### config.mk
export PLATFORM = sky130hd
export DESIGN_NAME = cfg_bridge
export DESIGN_NICKNAME = d
export VERILOG_FILES = /design/src/rtl/cfg_bridge.sv
export SDC_FILE = /design/constraint.sdc
export NUM_CORES = 1
export LEC_CHECK = 0
export ABC_CLOCK_PERIOD_IN_PS = 3580
export BUFFER_PORTS_ARGS = -buffer_cell sky130_fd_sc_hd__buf_2
export CORE_ASPECT_RATIO = 1.5
export CORE_MARGIN = 2
export CORE_UTILIZATION = 48
export CTS_BUF_LIST = sky130_fd_sc_hd__clkbuf_8
export DETAILED_ROUTE_END_ITERATION = 8
export PLACE_DENSITY = 0.88
export SYNTH_ARGS = -nofsm -noshare
export SYNTH_HDL_FRONTEND = slang
export SYNTH_SLANG_ARGS = --single-unit
### constraint.sdc
create_clock -name clk -period 3.58 [get_ports clk]
set_input_delay 0.179 -clock clk [delete_from_list [all_inputs] [get_ports clk]]
set_output_delay 0.179 -clock clk [all_outputs]
set_load 0.05 [all_outputs]
### src/rtl/cfg_bridge.sv
module cfg_bridge #(
  parameter int ADDR_W  = 37,
  parameter int DATA_W  = 32,
  parameter int SHIFT   = 5,
  parameter int NUM_DEV = 21,
  parameter int DEV_LSB = 11
) (
  input  logic                clk,
  input  logic                rst_n,
  input  logic                ctl_we,
  input  logic                ctl_bus_sel,
  input  logic                cpu_req,
  input  logic                cpu_we,
  input  logic [ADDR_W-1:0]   cpu_addr,
  input  logic [DATA_W-1:0]   cpu_wdata,
  input  logic [DATA_W/8-1:0] cpu_be,
  output logic                cpu_busy,
  output logic                cpu_done,
  output logic [DATA_W-1:0]   cpu_rdata,
  output logic                err_flag,
  output logic                cfg_req,
  output logic                cfg_we,
  output logic [4:0]          cfg_dev,
  output logic [2:0]          cfg_func,
  output logic [7:0]          cfg_reg,
  output logic [DATA_W-1:0]   cfg_wdata,
  output logic [DATA_W/8-1:0] cfg_be,
  input  logic                cfg_rdy,
  input  logic [DATA_W-1:0]   cfg_rdata
);
  localparam int SA_W = ADDR_W - SHIFT;

  logic [SA_W-1:0] sa;
  logic [4:0]      dev_c;
  logic            bus_sel;

  assign sa       = cpu_addr[ADDR_W-1:SHIFT];
  assign cpu_busy = cfg_req;

  always_comb begin
    dev_c = '0;
    for (int i = NUM_DEV - 1; i >= 0; i--)
      if (sa[DEV_LSB + i]) dev_c = 5'(i);
  end

  always_ff @(posedge clk) begin
    if (!rst_n) begin
      bus_sel   <= 1'b0;
      err_flag  <= 1'b0;
      cpu_done  <= 1'b0;
      cpu_rdata <= '0;
      cfg_req   <= 1'b0;
      cfg_we    <= 1'b0;
      cfg_dev   <= '0;
      cfg_func  <= '0;
      cfg_reg   <= '0;
      cfg_wdata <= '0;
      cfg_be    <= '0;
    end else begin
      cpu_done <= 1'b0;
      if (ctl_we) bus_sel <= ctl_bus_sel;
      if (cfg_req) begin
        if (cfg_rdy) begin
          cfg_req   <= 1'b0;
          cpu_done  <= 1'b1;
          cpu_rdata <= cfg_we ? '0 : cfg_rdata;
        end
      end else if (cpu_req) begin
        if (bus_sel) begin
          err_flag  <= 1'b1;
          cpu_done  <= 1'b1;
          cpu_rdata <= '0;
        end else begin
          cfg_req   <= 1'b1;
          cfg_we    <= cpu_we;
          cfg_dev   <= dev_c;
          cfg_func  <= sa[10:8];
          cfg_reg   <= {sa[7:2], 2'b00};
          cfg_wdata <= cpu_wdata;
          cfg_be    <= cpu_be;
        end
      end
    end
  end
endmodule

==> After elaboration in Yosys (flattened, before gate mapping) <==
Index checks and enable logic that the tools add are counted.
{ "word_totals": {"ff_bits": 87, "inputBits": 112, "elab_cells": 53} }
{ "classes": {"bitwise": 2, "n_mux": 34, "reduce_logical": 5, "eq_ne": 1} }
{ "ops": {"columns": ["op", "count"], "rows": [
  ["$mux W32", 5],
  ["$mux W5", 21],
  ["$reduce_and A3 Y1", 3],
  ["$mux W1", 8],
  ["$reduce_bool A2 Y1", 2],
  ["$ne A2 B1 Y1 const B", 1],
  ["$not A1 Y1", 2]
]} }

==> Logic depth before layout (Yosys ltp) <==
Gate-level depths: netlist (run 1).
{ "logic_depth": {"ltp_word": 21, "ltp_mapped": 6, "depth_no_buf": 4} }

==> Worst setup path before layout (run 1) <==
Ideal clock, no wire load.
{ "synth_timing": {"path_type": "register to register", "startpoint": "register cfg_req", "endpoint": "register cpu_rdata[0]", "t_required_ns": 3.520, "path_stages_with_launch": 7, "arrival_ns": 1.762, "slack_ns": 1.758, "cell_sequence": "dfxtp_1 -> and3b_1 -> a21oi_2 -> and2_4 -> buf_8 -> buf_8 -> a22o_1"} }
{ "synth_between": {"elab_chain_len": 2} }
{ "synth_lines": {"columns": ["element", "line", "source"], "rows": [
  ["start: declaration", "21", "output logic cfg_req,"],
  ["start signal: assignment", "52", "cfg_req <= 1'b0;"],
  ["start signal: assignment", "64", "cfg_req <= 1'b0;"],
  ["start signal: assignment", "74", "cfg_req <= 1'b1;"],
  ["$ne A2 B1 Y1 (no source line) / $reduce_bool A2 Y1 (equally long branches)", null, null],
  ["$reduce_and A3 Y1 (no source line)", null, null],
  ["end signal: assignment", "66", "cpu_rdata <= cfg_we ? '0 : cfg_rdata;"],
  ["end: declaration", "19", "output logic [DATA_W-1:0] cpu_rdata,"]
]} }
Parallel ways exist; a longest one is shown, timed or not.
A chain may end at the register's enable or synchronous reset.

==> Final worst setup path (run 1) <==
{ "layout_timing": {"startpoint": "register cfg_req", "endpoint": "register cpu_rdata[2]"} }
The elaborated chain is that of the path after synthesis.

==> metrics.md, run 1 <==
| Metric | Value |
|---|---|
| Total gr overflow | 0 |
| Crit path arrival time | 2140 ps |
| Core area | 6760 um2 |
| ANT cells | 0 |
| Clock buffer depth | 2 |
| First-pass GRT wire length | 13,100 um |
| Total track usage | 0.217 |
| Die Wd | 71.9 um |
| Largest net degree at the start of global routing | 68 |
| Outcome | finished clean |
| Worst Skew | 10.4 ps |
| Synth cell types | 41 |
| 1st-pass router iterations | 4 |
| Metal-1 WL | 3060 um |
| Vias in the first global route | 3,090 |
| Wirelength per Cell | 13.1 um |
| Remaining DRCs | 0 |
| Ys async rst share | 0 |
| Fillers | 543 |
| Layout Area Growth over Synthesis | 34.2% |
| Crit path capture type | flip-flop |
| Max-slew violations | 0 |
| Port bufs | 191 |
| Ys flop type | dfxtp_1 |
| Starting Density | 0.490 |
| Vias per inst | 5.04 |
| Synth area leaders | dfxtp_1 (53%), nand2_1 (11%), a21boi_0 (11%) |
| # Post-CTS Setup Buffers | 0 |
| Routed Antenna Nets | 0 |
| Combinational power share | 0.196 |
| RSZ-0062 raised after global routing | false |
| # rows | 37 |
| WL final | 8130 um |
| Num Clock Sinks | 87 |
| Post-synth top area share | 0.525 |
| DR WL met2 | 4100 um |
| Setup TNS | 0 ps |
| Power per cell area | 483 nW/um2 |
| Uppermost layer routed | met4 |
| Cell Area, Synth | 3310 um2 |
| Fin crit share | 0.518 |
| Worst vdd ir | 0.345 mV |
| Switching share of power | 0.310 |
| Worst-Margin Slew | 833 ps |
| Total length of routed met3 wires | 761 um |
| Vias post-DR | 3,126 |
| Slowest-stage cell, CP | and2_1 |
| Routability cong. | 0.875 |
| Worst path buffer plus inverter count | 0 |
| Multi-input logic area | 1410 um2 |
| Switch Pwr | 0.666 mW |
| Sequential element share of the synthesized area | 0.525 |
| Final setup vio count | 0 |
| Post-synth EDFFs | 0 |
| Finished Layout Cells | 620 |
| H-tree levels | 3 |
| Setup CP Type | flip-flop to flip-flop |
| Crit path max-delay family | simple AND/OR/NAND/NOR gates |
| Placed Instances | 604 |
| Synth Warn # | 0 |
| Drt initial violations | 89 |
| Yosys top cell by area | dfxtp_1 |
| Max-Cap Viols | 0 |
| Die H | 106 um |
| Clk_lat worst skew | 350 ps |
| CP required | 3870 ps |
| Max FO, Critical Path | 24 |
| Hold_buf cts | 0 |
| DP Worst Slack | 1720 ps |
| CTS Buf Count | 9 |
| CP max stage delay | 710 ps |
| FF/Latch Area | 1740 um2 |
| Worst-path clk slew | 90 ps |
| Mapped Cells | 358 |
| I/O Pins | 201 |
| #FFs+latches synth | 87 |
| Avg Inst Size Synth | 9.26 um2 |
| Initial antenna violation count | 0 |
| Final Hold Vio Count | 0 |
| Share of cells above drive strength 1 | 0.402 |
| Leakage power | 2.17 nW |
| DP Wirelength | 6080 um |
| Min-delay worst type | primary input to flip-flop |
| Synth cell count leaders | nand2_1 (97), dfxtp_1 (87), a21boi_0 (48) |
| Final nets | 649 |
| Int Power | 1.48 mW |
| Slew headroom | 0.445 |
| CTS tree | yes |
| Clock network power share | 0.320 |
| Count leader, synth | nand2_1 |
| Die area | 7600 um2 |
| Reg power frac | 0.485 |
| Overall power | 2.15 mW |
| Post-CTS sizing | 0 |
| Final WS setup | 1730 ps |
| F_max | 0.540 GHz |
| Period minus WS final | 1850 ps |
| Worst-path cell chain | nand2_1 > nor2_4 > and2_1 > a22o_1 |
| Clock Root Buffer | clkbuf_8 |
| Worst setup SP type | flip-flop |
[final timing paths]
check,startpoint,slack [ps],cells past startpoint,end
worst max-delay path,cfg_req,1730,4,cpu_rdata[2]
worst max register to register,cfg_req,1730,4,cpu_rdata[2]
worst min-delay path,cfg_rdata[18],30,2,cpu_rdata[18]
worst min register to register,cfg_wdata[25],460,2,cfg_wdata[25]
[cell type report]
cell class	count	share of cell area
clock inverters	6	0.0152
flip-flops and latches	87	0.392
well taps	78	0.0219
repair buffers	194	0.220
clock buffers	10	0.0309
inverters	4	0.00338
multi-input cells	241	0.317
[power by group through the flow]
stage | logic [mW] | registers (mW) | clock network [mW]
6_report | 0.421 | 1.04 | 0.687
5_1_grt | 0.452 | 1.05 | 0.745
4_1_cts | 0.425 | 1.04 | 0.707
3_5_place_dp | 0.424 | 1.06 | 0
3_3_place_gp | 0.416 | 1.06 | 0
2_1_floorplan | 0.131 | 1.23 | 0
[worst reg2reg max path, cell delays in order, from the launching register on]
cell     delay, ps
dfxtp_1        480
nand2_1        140
nor2_4         210
and2_1         710
a22o_1         250
[through the flow]
| step | utilization | hold slack [ps] | instance area, um2 |
|---|---|---|---|
| floorplan | - | 304 | 3320 |
| global placement | 0.628 | 391 | 4240 |
| detailed placement | 0.628 | 392 | 4240 |
| CTS | 0.658 | 12.5 | 4450 |
| global route | 0.658 | 15.6 | 4450 |
| finish | 0.658 | 33.6 | 4450 |
[cell families after synthesis]
family / Yosys count / synth area share
simple gates: 140 / 0.187
compound gates: 98 / 0.231
flops: 87 / 0.525
buf+inv: 31 / 0.0517
mux: 1 / 0.00302
other cells: 1 / 0.00113
[cells in the final DEF, fill, tap and decap left out, types with 2 or more instances in the layout]
cell type   count
o31ai_1         3
a22o_2          3
dfxtp_1        87
clkbuf_8       10
nand2_1        97
or4_1           2
buf_2         191
nand3_1         3
buf_4           3
a21boi_0       48
nor2_1         11
conb_1          2
clkinvlp_4      2
o21ai_0         3
a22o_1         21
nor4_1          3
a21oi_1         2
a32oi_1         2
a22oi_1         8
nor2b_1        13
inv_1           4
[routing by layer]
| layer | vias up | track usage |
|---|---|---|
| li1 | 1575 | - |
| met1 | 1397 | 0.214 |
| met2 | 138 | 0.390 |
| met3 | 16 | 0.0669 |
| met4 | 0 | 0.121 |
| met5 | - | 0 |
Power figures use the tool's default switching activity.
==> inputs of run 2 (changes only) <==
Settings changed: ABC_CLOCK_PERIOD_IN_PS 3580 to 1900, CORE_UTILIZATION 48 to 44, PLACE_DENSITY 0.88 to 0.81.
Clock period 3.58 ns to 1.9 ns, I/O delays scaled along.
==> run 2 against run 1 <==
Effect of this change:
- utilization increased by 5.6 points
- global-route usage increased by 4.0 points
- clock skew decreased by 3.8 ps
- setup slack got worse by 1500 ps
- register-to-register slack got worse by 1500 ps
- sequential share of layout area decreased by 5.6 points
==> metrics.md, run 2 (synthesized netlist as in run 1, its figures left out) <==
| Metric | Value |
|---|---|
| Die H | 110 um |
| Worst R2R Setup Slack | 200 ps |
| # rows | 38 |
| Commonest non-fill, non-tap cell in the layout | buf_2 |
| Final WS setup | 200 ps |
| Clk_lat worst skew | 350 ps |
| Final setup vio count | 0 |
| Crit path capture type | flip-flop |
| Placed Instances | 630 |
| Routed Antenna Nets | 0 |
| 1st-pass router iterations | 4 |
| Finished Layout Cells | 712 |
| Overall power | 4.27 mW |
| Initial antenna violation count | 0 |
| Total track usage | 0.257 |
| Setup TNS | 0 ps |
| Fillers | 517 |
| Starting Density | 0.456 |
| Final nets | 720 |
| Worst-path cell chain | nand2_1 > nor2_4 > and2_1 > a22o_2 |
| Vias post-DR | 3,497 |
| ANT cells | 0 |
| WL final | 10,700 um |
| Final Hold Vio Count | 0 |
| Worst-path clk slew | 80 ps |
| Max FO, Critical Path | 24 |
| Outcome | finished clean |
| Clock buffer depth | 2 |
| DP Worst Slack | 249 ps |
| Commonest non-fill, non-tap cells in the layout | buf_2 (191), nand2_1 (97), dfxtp_1 (87) |
| Hold_buf cts | 67 |
| Slowest-stage cell, CP | and2_1 |
| Clock Root Buffer | clkbuf_8 |
| Max-slew violations | 0 |
| Largest net degree at the start of global routing | 66 |
| Total gr overflow | 0 |
| Fin crit share | 0.895 |
| Share of cells above drive strength 1 | 0.359 |
| Die area | 8260 um2 |
| Period minus WS final | 1700 ps |
| Core area | 7270 um2 |
| Layout Area Growth over Synthesis | 56.7% |
| Worst Skew | 6.66 ps |
| Drt initial violations | 103 |
| Remaining DRCs | 0 |
| H-tree levels | 3 |
| Port bufs | 191 |
| Slew headroom | 0.431 |
| First-pass GRT wire length | 15,900 um |
| Worst-Margin Slew | 853 ps |
| F_max | 0.588 GHz |
| Post-CTS sizing | 0 |
| Leakage power | 2.48 nW |
| Power per cell area | 823 nW/um2 |
| Vias per inst | 4.91 |
| DP Wirelength | 6740 um |
| CP required | 2190 ps |
| I/O Pins | 201 |
| Crit path arrival time | 1990 ps |
| Max-Cap Viols | 0 |
| Routability cong. | 0.753 |
| RSZ-0062 raised after global routing | false |
| Min-delay worst type | primary input to flip-flop |
| Setup CP Type | flip-flop to flip-flop |
| Wirelength per Cell | 15.1 um |
| CP max stage delay | 690 ps |
| Worst setup SP type | flip-flop |
| CTS Buf Count | 9 |
| Vias in the first global route | 3,449 |
| CTS tree | yes |
| Die Wd | 74.9 um |
| Num Clock Sinks | 87 |
| # Post-CTS Setup Buffers | 0 |
| Worst vdd ir | 0.517 mV |
## run 2: routing by layer
metal | wire, um | up-vias | track usage | part of all wire
li1 | - | 1711 | - | -
met1 | 4090 | 1585 | 0.271 | 0.38
met2 | 5300 | 172 | 0.450 | 0.49
met3 | 1030 | 29 | 0.0782 | 0.096
met4 | 310 | 0 | 0.131 | 0.029
met5 | 0 | - | 0 | 0
## run 2: worst paths after layout
kind,from,end,depth (start not counted)
worst max-delay path,cfg_req,cpu_rdata[28],4
worst min-delay path,cfg_rdata[20],cpu_rdata[20],3
worst max register to register,cfg_req,cpu_rdata[28],4
worst min register to register,cfg_reg[2],cfg_reg[2],2
## run 2: layout make-up
class,instances,area [um2],area share
clock buffers,10,138,0.0265
clock inverters,5,73.8,0.0142
multi-input cells,241,1410,0.271
inverters,4,15.0,0.00289
well taps,100,125,0.0241
repair buffers,265,1690,0.326
flip-flops and latches,87,1740,0.335
## run 2: where the power goes
group	internal, mW	switching (mW)
sequential	1.91	0.0495
combinational	0.335	0.602
clock	0.760	0.611
## run 2: critical path: cells and delay by family (launching register included)
family | cells | cell delay, ps
flops | 1 | 460
simple gates | 3 | 910
compound gates | 1 | 270
## run 2: stage by stage
| step | hold WS [ps] | area (um2) | utilization |
|---|---|---|---|
| floorplan | 220 | 3320 | - |
| global placement | 307 | 4310 | 0.593 |
| detailed placement | 307 | 4310 | 0.593 |
| CTS | 2.64 | 5190 | 0.714 |
| global route | 3.29 | 5190 | 0.714 |
| finish | 16.3 | 5190 | 0.714 |
==> inputs of run 3 (changes only) <==
Settings changed: GPL_TIMING_DRIVEN from default to 0.
==> run 3 against run 2 <==
Effect of this change:
- final area up 0.92%
- critical path type unchanged
- sequential share of layout area down 0.30 points
- utilization up 0.65 points
- die area unchanged
- hold slack worse by 7.3 ps
==> metrics.md, run 3 (synthesized netlist as in run 1, its figures left out) <==
| Metric | Value |
|---|---|
| Max-slew violations | 0 |
| 1st-pass router iterations | 4 |
| Port bufs | 191 |
| Share of cells above drive strength 1 | 0.356 |
| Largest net degree at the start of global routing | 14 |
| Vias per inst | 4.98 |
| Die Wd | 74.9 um |
| Final setup vio count | 0 |
| Min-delay worst type | primary input to flip-flop |
| DP Wirelength | 7460 um |
| Clk_lat worst skew | 370 ps |
| Worst-path clk slew | 90 ps |
| Drt initial violations | 107 |
| Total gr overflow | 0 |
| Num Clock Sinks | 87 |
| Vias in the first global route | 3,760 |
| Commonest non-fill, non-tap cells in the layout | buf_2 (199), nand2_1 (97), dfxtp_1 (87) |
| Initial antenna violation count | 0 |
| Power per cell area | 770 nW/um2 |
| Starting Density | 0.456 |
| Wirelength per Cell | 15.8 um |
| Die H | 110 um |
| Worst-path cell chain | and3b_1 > a21oi_2 > and2_4 > buf_8 > buf_8 > a22o_1 |
| Final nets | 741 |
| RR Startpoint | cfg_req |
| Layout Area Growth over Synthesis | 58.2% |
| Clock buffer depth | 2 |
| Period minus WS final | 1780 ps |
| Worst-Margin Slew | 514 ps |
| Critical R2R Capture | cpu_rdata[16] |
| CTS Buf Count | 9 |
| Total track usage | 0.276 |
| # rows | 38 |
| WL final | 11,600 um |
| First-pass GRT wire length | 17,300 um |
| Clock Root Buffer | clkbuf_8 |
| Die area | 8260 um2 |
| CTS tree | yes |
| Worst setup SP type | flip-flop |
| Max-Cap Viols | 0 |
| F_max | 0.562 GHz |
| Worst Skew | 13.3 ps |
| Final Hold Vio Count | 0 |
| Critical path endpoint | cpu_rdata[16] |
| Core Util, Final | 0.721 |
| Crit path capture type | flip-flop |
| Setup CP Type | flip-flop to flip-flop |
| H-tree levels | 3 |
| Vias post-DR | 3,654 |
| Remaining DRCs | 0 |
| Slew headroom | 0.654 |
| Worst R2R Setup Slack | 120 ps |
| Worst Reg-to-Reg Cells | 6 |
| Slowest-stage cell, CP | dfxtp_1 |
| Leakage power | 2.52 nW |
| Outcome | finished clean |
| I/O Pins | 201 |
| Fin crit share | 0.937 |
| Core area | 7270 um2 |
| Placed cell area | 4400 um2 |
| Routability cong. | 0.742 |
| Fillers | 533 |
| Worst vdd ir | 0.608 mV |
| Crit path launch | cfg_req |
| CP required | 2200 ps |
| Routed Antenna Nets | 0 |
| Max FO, Critical Path | 10 |
| CP max stage delay | 470 ps |
| Final Cell Area | 5240 um2 |
| ANT cells | 0 |
| Crit path arrival time | 2080 ps |
| Commonest non-fill, non-tap cell in the layout | buf_2 |
| Most frequent CP cell | buf_8 |
-- run 3: metrics by stage --
step                TNS, ps  worst slack, ps  power (mW)  hold slack (ps)  cells
floorplan                 0             77.7        2.57              220    359
detailed placement        0              136        2.85              313    650
global route          -3.04            -3.04        4.17             11.2    734
CTS                       0              117        4.02             6.60    734
global placement          0              181        2.83              311    650
finish                    0              120        4.04             9.05    734
-- run 3: metal layers --
| metal | up-vias | part of all wire | GRT usage |
|---|---|---|---|
| met4 | 0 | 0.025 | 0.139 |
| li1 | 1759 | - | - |
| met3 | 23 | 0.10 | 0.0800 |
| met2 | 179 | 0.51 | 0.513 |
| met1 | 1693 | 0.36 | 0.268 |
| met5 | - | 0 | 0 |
-- run 3: what timing repair did --
action                                  CTS  global route
hold endpoints to repair                 68             0
buffers inserted                          0             0
hold buffers                             68             0
resized for setup                         0             1
endpoints found under the setup margin    0             1
-- run 3: power breakdown --
group	leakage (nW)	switching (mW)	total [mW]	internal, mW
combinational	1.72	0.619	0.970	0.351
clock	0.0926	0.648	1.10	0.454
sequential	0.710	0.0508	1.97	1.91
-- run 3: worst max-delay path: cells and delay by family (launching register included) --
| family | cells | cell delay (ps) |
|---|---|---|
| AND/OR/NAND/NOR | 2 | 480 |
| buffers and inverters | 2 | 230 |
| AO/OA/AOI/OAI | 2 | 540 |
| flip-flops | 1 | 470 |
-- run 3: worst min-delay path by stage --
stage                     cells past startpoint             to  slack [ps]     startpoint
after floorplan                               1   cpu_rdata[0]         220   cfg_rdata[0]
after global placement                        2  cpu_rdata[31]         310  cfg_rdata[31]
after detailed placement                      2  cpu_rdata[29]         310  cfg_rdata[29]
after CTS                                     3        bus_sel           7    ctl_bus_sel
after global routing                          3        bus_sel          10    ctl_bus_sel
final                                         3  cpu_rdata[23]           9  cfg_rdata[23]
-- run 3: cell type report --
class	count	area, um2	area share
flip-flops and latches	87	1740	0.332
repair buffers	259	1640	0.312
multi-input cells	241	1410	0.269
plain buffers	27	156	0.0298
well taps	100	125	0.0239
clock buffers	9	124	0.0236
clock inverters	7	33.8	0.00644
inverters	4	15.0	0.00286
